**src/rtl/ptp_tod_pkg.sv**
```systemverilog
package ptp_tod_pkg;

    localparam int DATA_W       = 32;
    localparam int ADDR_W       = 3;
    localparam int NS_W         = 30;
    localparam int SEC_W        = 48;
    localparam int SEC_LO_W     = DATA_W;
    localparam int SEC_HI_W     = SEC_W - SEC_LO_W;
    localparam int FRAC_W       = 24;
    localparam int FRAC_LO_W    = 8;
    localparam int FRAC_HI_W    = FRAC_W - FRAC_LO_W;
    localparam int INC_W        = 8;
    localparam int STEP_W       = INC_W + 1;
    localparam int ADJ_W        = 30;
    localparam int ADJ_SIGN_BIT = DATA_W - 1;
    localparam longint NS_PER_SEC = 64'd1000000000;

    // Register word addresses
    localparam logic [ADDR_W-1:0] A_NS       = 3'd0;
    localparam logic [ADDR_W-1:0] A_SEC_LO   = 3'd1;
    localparam logic [ADDR_W-1:0] A_SEC_HI   = 3'd2;
    localparam logic [ADDR_W-1:0] A_INC_FRAC = 3'd3;
    localparam logic [ADDR_W-1:0] A_INC_NS   = 3'd4;
    localparam logic [ADDR_W-1:0] A_ADJ      = 3'd5;

    typedef struct packed {
        logic [NS_W-1:0]     ns;
        logic [SEC_W-1:0]    sec;
        logic [SEC_HI_W-1:0] sec_hi_stage;
        logic [FRAC_W-1:0]   frac_stage;
        logic [FRAC_W-1:0]   inc_frac;
        logic [INC_W-1:0]    inc_ns;
        logic [FRAC_W-1:0]   acc;
    } tod_state_t;

endpackage

```
**src/rtl/ptp_frac_accum.sv**
```systemverilog
// Fractional-nanosecond accumulator: returns next accumulator value and
// the whole-nanosecond step for this cycle (increment plus carry).
module ptp_frac_accum #(
    parameter int FRAC_W = 24,
    parameter int INC_W  = 8,
    localparam int STEP_W = INC_W + 1
) (
    input  logic [FRAC_W-1:0] acc,
    input  logic [FRAC_W-1:0] inc_frac,
    input  logic [INC_W-1:0]  inc_ns,
    output logic [FRAC_W-1:0] acc_next,
    output logic [STEP_W-1:0] step
);
    logic [FRAC_W:0] sum;

    always_comb begin
        sum      = {1'b0, acc} + {1'b0, inc_frac};
        acc_next = sum[FRAC_W-1:0];
        step     = {1'b0, inc_ns} + {{(STEP_W-1){1'b0}}, sum[FRAC_W]};
    end
endmodule

```
**src/rtl/ptp_ns_normalize.sv**
```systemverilog
// Adds the tick step and an optional signed offset to the nanoseconds and
// folds the result back into [0, NS_PER_SEC) with a -2..+2 seconds delta.
module ptp_ns_normalize #(
    parameter int     NS_W       = 30,
    parameter int     STEP_W     = 9,
    parameter int     ADJ_W      = 30,
    parameter longint NS_PER_SEC = 64'd1000000000,
    localparam int    SUM_W      = NS_W + 3
) (
    input  logic [NS_W-1:0]   ns,
    input  logic [STEP_W-1:0] step,
    input  logic              adj_en,
    input  logic              adj_sub,
    input  logic [ADJ_W-1:0]  adj_mag,
    output logic [NS_W-1:0]   ns_out,
    output logic signed [2:0] sec_delta
);
    localparam logic signed [SUM_W-1:0] ONE_SEC = SUM_W'(NS_PER_SEC);
    localparam logic signed [SUM_W-1:0] TWO_SEC = SUM_W'(2 * NS_PER_SEC);

    logic signed [SUM_W-1:0] base;
    logic signed [SUM_W-1:0] mag;
    logic signed [SUM_W-1:0] total;
    logic signed [SUM_W-1:0] fixed;
    logic [SUM_W-NS_W-1:0]   unused_hi;

    always_comb begin
        base  = $signed({{(SUM_W-NS_W){1'b0}}, ns})
              + $signed({{(SUM_W-STEP_W){1'b0}}, step});
        mag   = adj_en ? $signed({{(SUM_W-ADJ_W){1'b0}}, adj_mag}) : '0;
        total = adj_sub ? (base - mag) : (base + mag);

        if (total < -ONE_SEC) begin
            fixed     = total + TWO_SEC;
            sec_delta = -3'sd2;
        end else if (total[SUM_W-1]) begin
            fixed     = total + ONE_SEC;
            sec_delta = -3'sd1;
        end else if (total >= TWO_SEC) begin
            fixed     = total - TWO_SEC;
            sec_delta = 3'sd2;
        end else if (total >= ONE_SEC) begin
            fixed     = total - ONE_SEC;
            sec_delta = 3'sd1;
        end else begin
            fixed     = total;
            sec_delta = 3'sd0;
        end
        ns_out    = fixed[NS_W-1:0];
        unused_hi = fixed[SUM_W-1:NS_W];
    end
endmodule

```
**src/rtl/ptp_bus_read.sv**
```systemverilog
// Combinational read multiplexer of the register port.
module ptp_bus_read
    import ptp_tod_pkg::*;
(
    input  logic [ADDR_W-1:0] addr,
    input  logic [NS_W-1:0]   ns,
    input  logic [SEC_W-1:0]  sec,
    input  logic [FRAC_W-1:0] frac_stage,
    input  logic [INC_W-1:0]  inc_ns,
    output logic [DATA_W-1:0] rdata
);
    always_comb begin
        unique case (addr)
            A_NS:       rdata = {{(DATA_W-NS_W){1'b0}}, ns};
            A_SEC_LO:   rdata = sec[SEC_LO_W-1:0];
            A_SEC_HI:   rdata = {{(DATA_W-SEC_HI_W){1'b0}}, sec[SEC_W-1:SEC_LO_W]};
            A_INC_FRAC: rdata = {frac_stage[FRAC_LO_W-1:0],
                                 {(DATA_W-FRAC_W){1'b0}},
                                 frac_stage[FRAC_W-1:FRAC_LO_W]};
            A_INC_NS:   rdata = {{(DATA_W-INC_W){1'b0}}, inc_ns};
            default:    rdata = '0;
        endcase
    end
endmodule

```
**src/rtl/ptp_tod_counter.sv**
```systemverilog
// Time-of-day counter: two-process state update around the accumulator,
// the normalizer and the read multiplexer.
module ptp_tod_counter
    import ptp_tod_pkg::*;
(
    input  logic              clk,
    input  logic              rst_n,
    input  logic              bus_we,
    input  logic [ADDR_W-1:0] bus_addr,
    input  logic [DATA_W-1:0] bus_wdata,
    output logic [DATA_W-1:0] bus_rdata
);
    localparam logic [NS_W-1:0] NS_LIMIT = NS_W'(NS_PER_SEC);

    tod_state_t cur_q;
    tod_state_t nxt_d;

    logic [FRAC_W-1:0] acc_next;
    logic [STEP_W-1:0] step;
    logic              adj_hit;
    logic [NS_W-1:0]   norm_ns;
    logic signed [2:0] sec_delta;

    // Flat views of the state, used by the bound checker
    logic [NS_W-1:0]   ns_q;
    logic [SEC_W-1:0]  sec_q;
    logic [INC_W-1:0]  inc_ns_q;
    logic [FRAC_W-1:0] inc_frac_q;
    logic [FRAC_W-1:0] frac_stage_q;

    assign ns_q         = cur_q.ns;
    assign sec_q        = cur_q.sec;
    assign inc_ns_q     = cur_q.inc_ns;
    assign inc_frac_q   = cur_q.inc_frac;
    assign frac_stage_q = cur_q.frac_stage;

    assign adj_hit = bus_we && (bus_addr == A_ADJ);

    ptp_frac_accum #(
        .FRAC_W (FRAC_W),
        .INC_W  (INC_W)
    ) u_accum (
        .acc      (cur_q.acc),
        .inc_frac (cur_q.inc_frac),
        .inc_ns   (cur_q.inc_ns),
        .acc_next (acc_next),
        .step     (step)
    );

    ptp_ns_normalize #(
        .NS_W       (NS_W),
        .STEP_W     (STEP_W),
        .ADJ_W      (ADJ_W),
        .NS_PER_SEC (NS_PER_SEC)
    ) u_norm (
        .ns        (cur_q.ns),
        .step      (step),
        .adj_en    (adj_hit),
        .adj_sub   (bus_wdata[ADJ_SIGN_BIT]),
        .adj_mag   (bus_wdata[ADJ_W-1:0]),
        .ns_out    (norm_ns),
        .sec_delta (sec_delta)
    );

    ptp_bus_read u_read (
        .addr       (bus_addr),
        .ns         (cur_q.ns),
        .sec        (cur_q.sec),
        .frac_stage (cur_q.frac_stage),
        .inc_ns     (cur_q.inc_ns),
        .rdata      (bus_rdata)
    );

    always_comb begin
        nxt_d     = cur_q;
        nxt_d.acc = acc_next;
        nxt_d.ns  = norm_ns;
        nxt_d.sec = cur_q.sec + {{(SEC_W-3){sec_delta[2]}}, sec_delta};

        if (bus_we) begin
            unique case (bus_addr)
                A_NS: begin
                    nxt_d.ns  = (bus_wdata[NS_W-1:0] < NS_LIMIT) ? bus_wdata[NS_W-1:0] : '0;
                    nxt_d.sec = cur_q.sec;
                end
                A_SEC_LO:   nxt_d.sec = {cur_q.sec_hi_stage, bus_wdata[SEC_LO_W-1:0]};
                A_SEC_HI:   nxt_d.sec_hi_stage = bus_wdata[SEC_HI_W-1:0];
                A_INC_FRAC: nxt_d.frac_stage = {bus_wdata[FRAC_HI_W-1:0],
                                                bus_wdata[DATA_W-1 -: FRAC_LO_W]};
                A_INC_NS: begin
                    nxt_d.inc_ns   = bus_wdata[INC_W-1:0];
                    nxt_d.inc_frac = cur_q.frac_stage;
                end
                default: ;
            endcase
        end
    end

    always_ff @(posedge clk or negedge rst_n) begin
        if (!rst_n) cur_q <= '0;
        else        cur_q <= nxt_d;
    end
endmodule

```
**config.mk**
```make
export PLATFORM = sky130hd
export DESIGN_NAME = ptp_tod_counter
export DESIGN_NICKNAME = d
export VERILOG_FILES = /design/src/rtl/ptp_tod_pkg.sv /design/src/rtl/ptp_frac_accum.sv /design/src/rtl/ptp_ns_normalize.sv /design/src/rtl/ptp_bus_read.sv /design/src/rtl/ptp_tod_counter.sv
export SDC_FILE = /design/constraint.sdc
export NUM_CORES = 1
export LEC_CHECK = 0
export ABC_AREA = 1
export CORE_MARGIN = 8
export CORE_UTILIZATION = 49
export DETAILED_ROUTE_END_ITERATION = 10
export DONT_BUFFER_PORTS = 1
export HOLD_SLACK_MARGIN = 0.15
export PLACE_DENSITY = 0.68
export SYNTH_ARGS = -nofsm -noshare
export SYNTH_HDL_FRONTEND = slang
export SYNTH_SLANG_ARGS = --single-unit
```
**constraint.sdc**
```tcl
create_clock -name clk -period 15.4 [get_ports clk]
set_input_delay 3.85 -clock clk [delete_from_list [all_inputs] [get_ports clk]]
set_output_delay 3.85 -clock clk [all_outputs]
set_load 0.005 [all_outputs]
```
==> After elaboration in Yosys (flattened, before gate mapping) <==
Cells that the tools add are included.
{ "op_classes": {"n_mux": 18, "magnitude_cmp": 4, "shifts": 0, "eq_ne": 6, "n_bitwise": 0, "addsub": 10, "reduce_logical": 5, "n_mul": 0, "div_mod_pow": 0} }
{ "op_table": {"columns": ["cell", "n"], "rows": [
  ["30-bit 2-to-1 mux", 7],
  ["32-bit one-hot mux with 5 select lines", 1],
  ["150-bit 2-to-1 mux", 1],
  ["48-bit one-hot mux with 2 select lines", 1],
  ["48-bit adder", 1],
  ["33-bit adder", 1],
  ["33-bit by 31-bit >= comparator with 1-bit output, second input constant", 1],
  ["33-bit by 32-bit >= comparator with 1-bit output, second input constant", 1],
  ["33-bit by 31-bit < comparator with 1-bit output, second input constant", 1],
  ["33-bit 2-to-1 mux", 1],
  ["33-bit subtractor", 1],
  ["32-bit 2-to-1 mux", 1],
  ["30-bit by 9-bit adder with 31-bit output", 1],
  ["30-bit by 28-bit adder with 30-bit output, second input constant", 1],
  ["30-bit by 29-bit adder with 30-bit output, second input constant", 1],
  ["30-bit < comparator, second input constant", 1],
  ["30-bit by 28-bit subtractor with 30-bit output, second input constant", 1],
  ["30-bit by 29-bit subtractor with 30-bit output, second input constant", 1],
  ["24-bit by 24-bit adder with 25-bit output", 1],
  ["24-bit 2-to-1 mux", 1],
  ["16-bit 2-to-1 mux", 1],
  ["8-bit by 1-bit adder with 9-bit output", 1],
  ["3-bit 2-to-1 mux", 3],
  ["3-bit by 2-bit == test with 1-bit output, second input constant", 2],
  ["other kinds (7)", 10]
]} }
{ "word_totals": {"register_bits": 174, "romBits": 0, "latch_bits": 0, "n_memories": 0, "out_inout_bits": 32, "wordCells": 50, "ram_bits": 0, "inputBits": 38} }

==> Logic depth before layout (Yosys ltp) <==
{ "depth": {"word_depth": 13, "ltp_mapped": 82, "ltp_nobuf": 81} }

==> Cells and area by module <==
From an unflattened synthesis, not the netlist that was laid out.
{ "hier_totals": {"cells_unflattened": 3642, "area_unflattened_um2": 21824.7} }
{ "by_module_without_submodules": {"columns": ["mod", "n_inst", "area_per_inst_um2", "cells_per_inst", "seq_area_each_um2"], "rows": [
  ["ptp_tod_counter", 1, 11046.8, 1575, 4354.2],
  ["ptp_ns_normalize", 1, 7903.8, 1492, 0.0],
  ["ptp_frac_accum", 1, 1930.6, 384, 0.0],
  ["ptp_bus_read", 1, 943.4, 191, 0.0]
]} }

==> Least setup slack after synthesis <==
Ideal clock, no wire load.
{ "synth_path": {"path_kind": "input -> register", "startpoint": "input port bus_we", "endpoint": "register cur_q, in the netlist sec_q[47]", "required_time_ns": 15.279, "path_stages": 49, "arrival_time_ns": 10.305, "setup_ns": 0.121, "path_slack_ns": 4.974, "cell_sequence": "clkbuf_1 > inv_1 > nor3_1 > inv_1 > clkbuf_1 > nor2_1 > inv_1 > fa_1 > nand3_1 > nand3_1 > nand2_1 > nand2_1 > nand2_1 > nand3_1 > nand2_1 > nand2_1 > nand2_1 > nand2_1 > [13 not listed] > nand2_1 > nor2_1 > inv_1 > a21oi_1 > inv_1 > a21oi_1 > inv_1 > a21oi_1 > o21a_1 > o21bai_1 > nand2_1 > nand2_1 > nand2_1 > nand3_1 > nand2_1 > nand2_1 > o21bai_1 > nand2_1"} }
{ "synth_between": {"elab_chain_cells": 12, "word_cells_on_any_way": 16, "classes_between": "3 x add/sub; 3 x order compare; 1 x eq/ne; 8 x mux; 1 x reduce/logical"} }
{ "synth_rtl": {"columns": ["item", "line_no", "text"], "rows": [
  ["from (decl)", "ptp_tod_counter.sv:8", "input logic bus_we,"],
  ["1-bit logical AND", "ptp_tod_counter.sv:37", "assign adj_hit = bus_we && (bus_addr == A_ADJ);"],
  ["30-bit 2-to-1 mux", "ptp_ns_normalize.sv:30", "mag = adj_en ? $signed({{(SUM_W-ADJ_W){1'b0}}, adj_mag}) : '0;"],
  ["33-bit adder or 33-bit subtractor (tied branches)", "ptp_ns_normalize.sv:31", "total = adj_sub ? (base - mag) : (base + mag);"],
  ["33-bit 2-to-1 mux", "ptp_ns_normalize.sv:31", null],
  ["33-bit by 31-bit >= comparator with 1-bit output", "ptp_ns_normalize.sv:42", "end else if (total >= ONE_SEC) begin"],
  ["1-bit 2-to-1 mux", "ptp_ns_normalize.sv:42", null],
  ["3-bit 2-to-1 mux", "ptp_ns_normalize.sv:39", "end else if (total >= TWO_SEC) begin"],
  ["3-bit 2-to-1 mux", "ptp_ns_normalize.sv:36", "end else if (total[SUM_W-1]) begin"],
  ["3-bit 2-to-1 mux", "ptp_ns_normalize.sv:33", "if (total < -ONE_SEC) begin"],
  ["48-bit adder", "ptp_tod_counter.sv:78", "nxt_d.sec = cur_q.sec + {{(SEC_W-3){sec_delta[2]}}, sec_delta};"],
  ["48-bit one-hot mux with 2 select lines", "ptp_tod_counter.sv:81", "unique case (bus_addr)"],
  ["150-bit 2-to-1 mux", "ptp_tod_counter.sv:80", "if (bus_we) begin"],
  ["to (signal assigned)", "ptp_tod_counter.sv:101", "else cur_q <= nxt_d;"],
  ["to (decl)", "ptp_tod_counter.sv:15", "tod_state_t cur_q;"]
]} }
Parallel ways exist; a longest one is shown, timed or not.
A chain may end at the register's enable or synchronous reset.

==> Worst setup path after layout <==
{ "layout_path": {"startpoint": "register cur_q, in the netlist inc_frac_q[3]", "endpoint": "register cur_q, in the netlist sec_q[43]"} }
{ "layout_between": {"elab_chain_cells": 13, "word_cells_on_any_way": 16, "classes_between": "6 x add/sub; 3 x order compare; 7 x mux"} }
{ "layout_rtl": {"columns": ["item", "line_no", "text"], "rows": [
  ["24-bit by 24-bit adder with 25-bit output *", "ptp_frac_accum.sv:17", "sum = {1'b0, acc} + {1'b0, inc_frac};"],
  ["8-bit by 1-bit adder with 9-bit output *", "ptp_frac_accum.sv:19", "step = {1'b0, inc_ns} + {{(STEP_W-1){1'b0}}, sum[FRAC_W]};"],
  ["30-bit by 9-bit adder with 31-bit output *", "ptp_ns_normalize.sv:29", "+ $signed({{(SUM_W-STEP_W){1'b0}}, step});"],
  ["33-bit adder or 33-bit subtractor (tied branches)", "ptp_ns_normalize.sv:31", null],
  ["33-bit 2-to-1 mux *", "ptp_ns_normalize.sv:31", null],
  ["33-bit by 31-bit >= comparator with 1-bit output", "ptp_ns_normalize.sv:42", null],
  ["1-bit 2-to-1 mux", "ptp_ns_normalize.sv:42", null],
  ["3-bit 2-to-1 mux", "ptp_ns_normalize.sv:39", null],
  ["3-bit 2-to-1 mux", "ptp_ns_normalize.sv:36", null],
  ["3-bit 2-to-1 mux *", "ptp_ns_normalize.sv:33", null],
  ["48-bit adder *", "ptp_tod_counter.sv:78", null],
  ["48-bit one-hot mux with 2 select lines", "ptp_tod_counter.sv:81", null],
  ["150-bit 2-to-1 mux *", "ptp_tod_counter.sv:80", null]
]} }
Mark *: on every way between the ends. The rest lies on a longest branch, timed or not.

==> impl_results.md <==
- Post-synth EDFFs: 0
- First-pass detailed-route iteration total: 6
- DP HPWL: 63600 µm
- Post-synth ARST share: 1.00
- # Max-Cap Violations: 0
- Most common cell after layout, fill and taps aside: nand2_1
- Die Wd: 215 µm
- Register bit total from synthesis: 174
- Cell variety after synth: 60
- RSZ-0062 raised after global routing: false
- Final net count: around 3300
- Hold slack: 488 ps
- Worst skew pair latency: about 460 ps
- Max-slew violations: 0
- Hold Vio Cnt, Final: 0
- Buffers added on ports: 0
- Sequential share of the synthesized area: 0.224
- DR iter-0 viols: 2530
- Number of cells after detailed placement: 3648
- Layout cell share with drive strength beyond 1: 0.0460
- Post-DR vias/cell: 5.78
- Leakage: 10.8 nW
- Initial antenna violation count: 0
- Minimum clock period: 12290 ps
- Placer congestion estimate: around 1.0
- Fin cells: 3681
- CTS hold repair buffers: 0
- Buf/Inv on CP: 10
- CP max-delay cell: ha_1
- CTS sink count: roughly 170
- CTS tree: built
- Total core area: 39500 µm²
- Yosys warnings: 0
- Largest net degree at the start of global routing: 175
- H-tree depth: 4
- Global-route wire length before repair: 118000 µm
- Register Area: ~4400 µm²
- Status: complete, no violations
- Power Density: 254 nW/µm²
- Max Freq: 81.4 MHz
- TritonCTS Buffers: 17
- Layout area overhead: 5.29%
- Most frequent cells in the layout: nand2_1, inv_1, nor2_1
- Hold Path Class: register to register
- Actual slew at the worst max-slew pin: 1150 ps
- Setup CP Type: register to register
- Starting density of the core: 0.493
- Root Driver: clkbuf_16
- Die Height: 215 µm
- Worst Path Arrival: 12590 ps
- Die ar.: 46300 µm²
- Crit end category: register
- DRC: 0
- Via count of the first global-routing pass: approximately 20000
- CP max FO: 32
- Max IR drop VDD: 0.000148 V
- Final ANT Viol Nets: 0
- Cell family with most CP delay: simple AND/OR/NAND/NOR gates
- Avg WL per Cell: 21.4 µm
- Placement row count: 73
- Setup Viol. Count Final: 0
- Vias after detailed routing: around 21000
- Synth Flop Type: dfrtp_1
- Cell mode on critical path: nand2_1
- Clk slew on worst S/H paths: about 80 ps
- CP Launch Type: register
- Total gr overflow: 0
- Clock buffer depth: 2
- Routed WL: 78800 µm
- Post-CTS setup buffers: 0
- Fin Clk Skew: roughly 13 ps
- Fill cells: approximately 4200
- CP max stage delay: around 500 ps
- Worst Path Required: 15700 ps
- Mean post-synth cell area: 6.09 µm²
- # resized after CTS: 0
- Total Routing Usage GR: 0.328
- Syn nets: 3397
- Multi-input gate area: 12800 µm²
- Setup TNS: 0 ps
- Synth Instances: 3194
- Mapped cell area: between 15000 and 20000 µm²
- I/O Pins: 70
- Final worst path period share: 0.798
- Slew Limit Headroom: 0.235
-- power breakdown --
| group | total (mW) | internal [mW] | switching [mW] |
|---|---|---|---|
| registers | 0.834 | 0.659 | 0.175 |
| logic | 3.91 | 1.20 | 2.71 |
| clock network | 0.463 | 0.249 | 0.214 |
-- Yosys cell counts, drive strengths merged (3+ instances only) --
| library cell | count | share of area |
|---|---|---|
| nor3 | 31 | 0.0087 |
| nand3 | 215 | 0.057 |
| or2 | 9 | 0.0029 |
| o21bai | 19 | 0.0075 |
| ha | 159 | 0.10 |
| nor4 | 4 | 0.0013 |
| a22oi | 3 | 0.0012 |
| a221oi | 8 | 0.0036 |
| and2 | 6 | 0.0019 |
| dfrtp | 174 | 0.22 |
| fa | 6 | 0.0062 |
| buf | 18 | 0.0057 |
| o221ai | 7 | 0.0032 |
| o21a | 12 | 0.0046 |
| o21ai | 247 | 0.064 |
| mux2 | 10 | 0.0058 |
| nand4 | 39 | 0.013 |
| nand2 | 955 | 0.19 |
| nand3b | 7 | 0.0027 |
| nor2 | 298 | 0.061 |
| a21o | 5 | 0.0019 |
| clkbuf | 62 | 0.012 |
| a31oi | 19 | 0.0061 |
| a221o | 4 | 0.0021 |
| clkinv | 12 | 0.0023 |
| o211ai | 25 | 0.0096 |
| o22ai | 29 | 0.0093 |
| o31ai | 8 | 0.0031 |
| xor2 | 55 | 0.025 |
| a21oi | 215 | 0.057 |
| inv | 505 | 0.097 |
| a21boi | 3 | 0.0012 |
| xnor2 | 14 | 0.0063 |
-- tightest hold or removal path, delay by kind of cell, from the launching register on --
family | cells | cell delay (ps)
and+or+nand+nor | 1 | 50
DFF | 1 | 350
AOI/OAI and AO/OA | 1 | 60
-- path summary, 6_finish.rpt --
| path | startpoint | end | slack, ps | depth (start not counted) |
|---|---|---|---|---|
| max | inc_frac_q[3] | sec_q[43] | 3110 | 74 |
| min | frac_stage_q[10] | frac_stage_q[10] | 490 | 2 |
| max reg2reg | inc_frac_q[3] | sec_q[43] | 3110 | 74 |
| min reg2reg | frac_stage_q[10] | frac_stage_q[10] | 490 | 2 |
| max in group asynchronous | rst_n | sec_q[12] | 12080 | 0 |
| min in group asynchronous | rst_n | cur_q[12] | 3080 | 0 |
-- metrics by stage --
| stage | util | power, mW | area [µm²] | setup WS [ps] |
|---|---|---|---|---|
| after floorplan | - | 3.53 | 19500 | 4970 |
| after CTS | 0.519 | 5.13 | 20500 | 3290 |
| after global routing | 0.519 | 5.67 | 20500 | 1730 |
| after global placement | 0.503 | 4.62 | 19800 | 3590 |
| after detailed placement | 0.503 | 4.65 | 19800 | 3320 |
| final | 0.519 | 5.21 | 20500 | 3110 |
-- flip-flops by register name, summed over array words and instances (netlist names) --
name and cells:
sec_q 48, cur_q 40, ns_q 30, frac_stage_q 24
inc_frac_q 24, inc_ns_q 8
-- final cells by class --
| class | count | share of cell area |
|---|---|---|
| Multi-Input combinational cell | 2423 | 0.626 |
| Sequential cell | 174 | 0.213 |
| Inverter | 517 | 0.0947 |
| Tap cell | 525 | 0.0321 |
| Clock buffer | 18 | 0.0210 |
| Clock inverter | 14 | 0.00984 |
| Timing Repair Buffer | 9 | 0.00330 |
| Antenna cell | 1 | 0.000122 |
-- cell families (layout without fill, tap and decap cells) --
group / count (synthesis) / count (layout) / synth area share
buffers and inverters: 597 / 558 / 0.117
other: 0 / 1 / 0
flip-flops: 174 / 174 / 0.224
multiplexers: 10 / 10 / 0.00579
XOR/XNOR: 69 / 69 / 0.0311
adder cells (fa/ha/maj): 165 / 165 / 0.108
AND/OR/NAND/NOR: 1568 / 1568 / 0.336
AO/OA/AOI/OAI: 611 / 611 / 0.177
-- routing by layer --
layer,wire length [µm],vias to the layer above,GRT usage
li1,-,10220,-
met1,31300,9871,0.403
met2,36600,1006,0.551
met3,6450,191,0.0507
met4,4500,0,0.170
met5,0,-,0
(Power assumes the default switching activity.)
